### src/rtl/lt_pkg.sv
package lt_pkg;

    // Ownership view derived from the bus lines
    typedef struct packed {
        logic own;    // this master holds an active frame
        logic start;  // first cycle of that frame
    } tenure_t;

    // Release request state
    typedef enum logic {
        REL_HOLD = 1'b0,
        REL_ASK  = 1'b1
    } rel_e;

endpackage

### src/rtl/lt_tenure_detect.sv
module lt_tenure_detect
    import lt_pkg::*;
(
    input  logic    clk,
    input  logic    rst,
    input  logic    frame_act,
    input  logic    xfer_act,
    output tenure_t ten
);
    logic own_q;
    logic own_now;

    assign own_now = frame_act & xfer_act;

    always_ff @(posedge clk) begin
        if (rst) begin
            own_q <= 1'b0;
        end else begin
            own_q <= own_now;
        end
    end

    always_comb begin
        ten.own   = own_now;
        ten.start = own_now & ~own_q;
    end
endmodule

### src/rtl/lt_down_counter.sv
module lt_down_counter
    import lt_pkg::*;
#(
    parameter int CNT_W = 8
) (
    input  logic             clk,
    input  logic             rst,
    input  tenure_t          ten,
    input  logic [CNT_W-1:0] lat_val,
    output logic [CNT_W-1:0] count_q,
    output logic             expired
);
    localparam logic [CNT_W-1:0] ZERO = '0;
    localparam logic [CNT_W-1:0] ONE  = CNT_W'(1);

    logic [CNT_W-1:0] load_val;

    // The starting cycle already consumes one clock of the budget
    assign load_val = (lat_val == ZERO) ? ZERO : (lat_val - ONE);

    always_ff @(posedge clk) begin
        if (rst) begin
            count_q <= ZERO;
        end else if (!ten.own) begin
            count_q <= ZERO;
        end else if (ten.start) begin
            count_q <= load_val;
        end else if (count_q != ZERO) begin
            count_q <= count_q - ONE;
        end
    end

    always_comb begin
        if (!ten.own) begin
            expired = 1'b0;
        end else if (ten.start) begin
            expired = (lat_val == ZERO);
        end else begin
            expired = (count_q == ZERO);
        end
    end
endmodule

### src/rtl/lt_release_reg.sv
module lt_release_reg
    import lt_pkg::*;
(
    input  logic    clk,
    input  logic    rst,
    input  tenure_t ten,
    input  logic    expired,
    input  logic    gnt_act,
    output logic    release_req
);
    rel_e state_q;
    rel_e state_d;

    always_comb begin
        state_d = REL_HOLD;
        if (ten.own) begin
            if (state_q == REL_ASK) begin
                state_d = REL_ASK;
            end else if (expired && !gnt_act) begin
                state_d = REL_ASK;
            end
        end
    end

    always_ff @(posedge clk) begin
        if (rst) begin
            state_q <= REL_HOLD;
        end else begin
            state_q <= state_d;
        end
    end

    assign release_req = (state_q == REL_ASK);
endmodule

### src/rtl/lat_tenure_ctr.sv
module lat_tenure_ctr
    import lt_pkg::*;
#(
    parameter int CNT_W = 8
) (
    input  logic             clk,
    input  logic             rst,
    input  logic             frame_act,
    input  logic             gnt_act,
    input  logic             xfer_act,
    input  logic [CNT_W-1:0] lat_val,
    output logic             release_req
);
    tenure_t          ten;
    logic [CNT_W-1:0] count_q;
    logic             expired;

    lt_tenure_detect u_detect (
        .clk       (clk),
        .rst       (rst),
        .frame_act (frame_act),
        .xfer_act  (xfer_act),
        .ten       (ten)
    );

    lt_down_counter #(.CNT_W(CNT_W)) u_counter (
        .clk     (clk),
        .rst     (rst),
        .ten     (ten),
        .lat_val (lat_val),
        .count_q (count_q),
        .expired (expired)
    );

    lt_release_reg u_release (
        .clk         (clk),
        .rst         (rst),
        .ten         (ten),
        .expired     (expired),
        .gnt_act     (gnt_act),
        .release_req (release_req)
    );
endmodule

### config.mk
export PLATFORM = sky130hd
export DESIGN_NAME = lat_tenure_ctr
export DESIGN_NICKNAME = d
export VERILOG_FILES = /design/src/rtl/lt_pkg.sv /design/src/rtl/lt_tenure_detect.sv /design/src/rtl/lt_down_counter.sv /design/src/rtl/lt_release_reg.sv /design/src/rtl/lat_tenure_ctr.sv
export SDC_FILE = /design/constraint.sdc
export NUM_CORES = 1
export LEC_CHECK = 0
export ABC_AREA = 0
export BUFFER_PORTS_ARGS = -buffer_cell sky130_fd_sc_hd__buf_2
export CORE_UTILIZATION = 50
export CTS_CLUSTER_SIZE = 16
export DETAILED_ROUTE_END_ITERATION = 16
export GPL_ROUTABILITY_DRIVEN = 0
export PLACE_DENSITY = 0.74
export SLEW_MARGIN = 20
export SYNTH_ARGS = -nofsm -noshare
export SYNTH_HDL_FRONTEND = slang
export SYNTH_SLANG_ARGS = --single-unit
export TNS_END_PERCENT = 30
### constraint.sdc
create_clock -name clk -period 6.07 [get_ports clk]
set_clock_uncertainty 0.1 [all_clocks]
set_input_delay 1.214 -clock clk [delete_from_list [all_inputs] [get_ports clk]]
set_output_delay 1.214 -clock clk [all_outputs]
set_load 0.03 [all_outputs]
==> run_results.csv <==
group,metric,value,unit
synth,avgSynthCellArea,8.53,µm²
global_route,grt_max_degree,8,
min_path,hold-path-cell-count,1,
detailed_routing,route.detailed.wl_per_inst,13.6,µm
synth,ys_warn_count,0,
global_route,antenna_found_initial,0,
finish,fillers,101,
die,io_pins,14,
synth,synthCells,78,
worst_setup_path,worst-path-buf-inv,2,
worst_setup_path,worstSetupPathType,"input pin to flip-flop",
detailed_routing,routed_wl,1460,µm
timing,maxSlewViolCount,0,
placed_design,dp_hpwl,1160,µm
pwr,powerDensity,215,nW/µm²
clock_tree,cts_inserted_buffers,3,
clock_tree,clk_pin_slew,0.06,ns
worst_setup_path,critPathSlowestCell,"o41a_1",
detailed_routing,first_pass_iters,4,
synth,async_flop_share,0,%
worst_setup_path,setup.worst_path.start,"lat_val[0]",
timing,finalSetupViolCount,0,
synth,synth_edf_count,0,
worst_setup_path,timing.rr.start,"u_counter.count_q[2]",
synth,yosysTopAreaCell,"dfxtp_1",
global_route,grt_pass1_wl,2580,µm
finish,area_growth,14.1,%
finish,drive_above_1_share,20.4,%
worst_setup_path,crit_cells,7,
worst_setup_path,path_cells,"buf_2 > inv_1 > ha_1 > nand2b_1 > o41a_1 > o21ai_0 > a31oi_1",
timing,tightest_slew,0.444,ns
clock_tree,cts-root-buf,"clkbuf_4",
timing,post-route-period-util,39.8,%
timing,tns,0,ns
finish,final_nets,112,
synth,seq_area_frac_synth,30.1,%
die,initial_core_util,56.8,%
finish,fin_area,759,µm²
die,dieWidth,38.5,µm
clock_tree,clock_path_buffers,2,
clock_tree,postCtsSetupRepairBufs,0,
die,coreArea,1170,µm²
timing,min_period,2.42,ns
synth,ys.flop_type,"dfxtp_1",
min_path,min_from,"u_release.release_req",
worst_setup_path,reg2reg_depth,4,
timing,max_slew_margin,70.3,%
clock_tree,cts_resized,0,
clock_tree,holdBufCountCts,0,
die,die_area,1480,µm²
worst_setup_path,crit_path_start_kind,"input pin",
finish,regArea,200,µm²
clock_tree,clk_latency,0.26,ns
finish,final_common_cell,"buf_2",
detailed_routing,drt_iter0_drc,17,
finish,multi_input_area,435,µm²
synth,synth_nets,95,
detailed_routing,vias_per_cell,5.97,
run_status,outcome,"finished clean",
die,die_h,38.5,µm
clock_tree,htree_num_levels,1,
worst_setup_path,slowest_delay,0.32,ns
synth,synthDominantCellAreaShare,30.1,%
timing,rsz0062_at_grt,"false",
synth,syn_area,666,µm²
global_route,grt_overflow,0,
timing,finalHoldViolations,0,
placed_design,place_area,737,µm²
placed_design,numPortBuffers,13,
flow_run,cap_violations,0,
pwr,p_leak,0.336,nW
worst_setup_path,worstPathArrival,2.45,ns
clock_tree,cts_tree,"done",
finish,n_antenna_cell,0,
worst_setup_path,required,6.10,ns
synth,yosys-top-cells-area,"dfxtp_1 (30%), xor2_1 (9.2%), ha_1 (7.5%)",
worst_setup_path,critPathMaxFanout,3,
die,rows,12,
worst_setup_path,cp-end-kind,"flip-flop",
pwr,p_total,163,µW
detailed_routing,drc_errors,0,
timing,max_freq,413,MHz
detailed_routing,drtAntennaViolNets,0,
synth,ys_ff_latch,10,
finish,final_cell_mix,"buf_2 (13), dfxtp_1 (10), nor2_1 (8), xor2_1 (7), inv_1 (5)",
worst_setup_path,crit_family,"compound AO/OA/AOI/OAI gates",
global_route,grt_pass1_vias,637,
pwr,peakVddDrop,0.117,mV
clock_tree,clock_sinks,10,
synth,netlist-cell-type-count,31,
global_route,track_usage,26.0,%
detailed_routing,vias,639,
min_path,hp-class,"flip-flop to flip-flop",
## power by group
group / switching, mW / internal (mW) / leakage [nW]
Combinational: 0.0253 / 0.0218 / 0.241
Clock: 0.0215 / 0.0229 / 0.0138
Sequential: 0.00283 / 0.0688 / 0.0812
## cell families after synthesis
group	after synthesis	synth area share, %
XOR/XNOR	9	11.8
adder cells (fa/ha/maj)	4	7.52
AND/OR/NAND/NOR	31	26.9
buffers and inverters	6	4.51
flip-flops	10	30.1
AO/OA/AOI/OAI	18	19.2
## cells in the mapped netlist, types with 2 or more instances
cell type,instances
nor4_1,2
or4_4,2
nand3_1,3
inv_1,5
dfxtp_1,10
o22ai_1,2
nand2_1,4
nand2b_1,2
xnor2_1,2
a21oi_1,3
nor2_1,8
xor2_1,7
a31oi_1,2
or4_1,2
nor3_1,2
a22oi_1,3
nor3b_1,2
ha_1,4
## metal layers
metal	vias up	track usage, %	share of wire (%)
met4	0	9.48	0.96
li1	321	-	-
met5	-	0	0
met2	16	45.0	50
met3	4	9.30	3.9
met1	298	28.7	45
## path summary, 6_finish.rpt
| path | end | slack, ns |
|---|---|---|
| max | u_counter.count_q[6] | 3.65 |
| min | u_release.release_req | 0.38 |
| max reg2reg | u_counter.count_q[2] | 4.12 |
| min reg2reg | u_release.release_req | 0.38 |
## cell type report
class,instances,area share (%)
clock buffer,3,2.97
timing repair buffer,13,8.57
multi-input combinational,62,57.3
inverter,5,2.47
tap,14,2.31
sequential,10,26.4
## stage by stage
| stage | worst slack (ns) | cells | utilization, % | hold slack [ns] |
|---|---|---|---|---|
| 6_report | 3.65 | 107 | 64.9 | 0.379 |
| 5_1_grt | 3.49 | 107 | 64.9 | 0.420 |
| 4_1_cts | 3.68 | 107 | 64.9 | 0.383 |
| 3_5_place_dp | 3.40 | 104 | 62.9 | 0.366 |
| 3_3_place_gp | 3.43 | 104 | 62.9 | 0.367 |
| 2_1_floorplan | 3.56 | 78 | - | 0.402 |
## registers in the layout (all words and copies together) (netlist names)
signal                 flops
u_detect.own_q             1
u_release.release_req      1
u_counter.count_q          8
## worst reg2reg max path: stages, from the launching register on
cell and delay [ns]:
dfxtp_1 0.35, or4_4 0.57, or4_4 0.55, nand2_1 0.19
nor2_1 0.08
No activity file was read; power rests on OpenSTA's default activity.
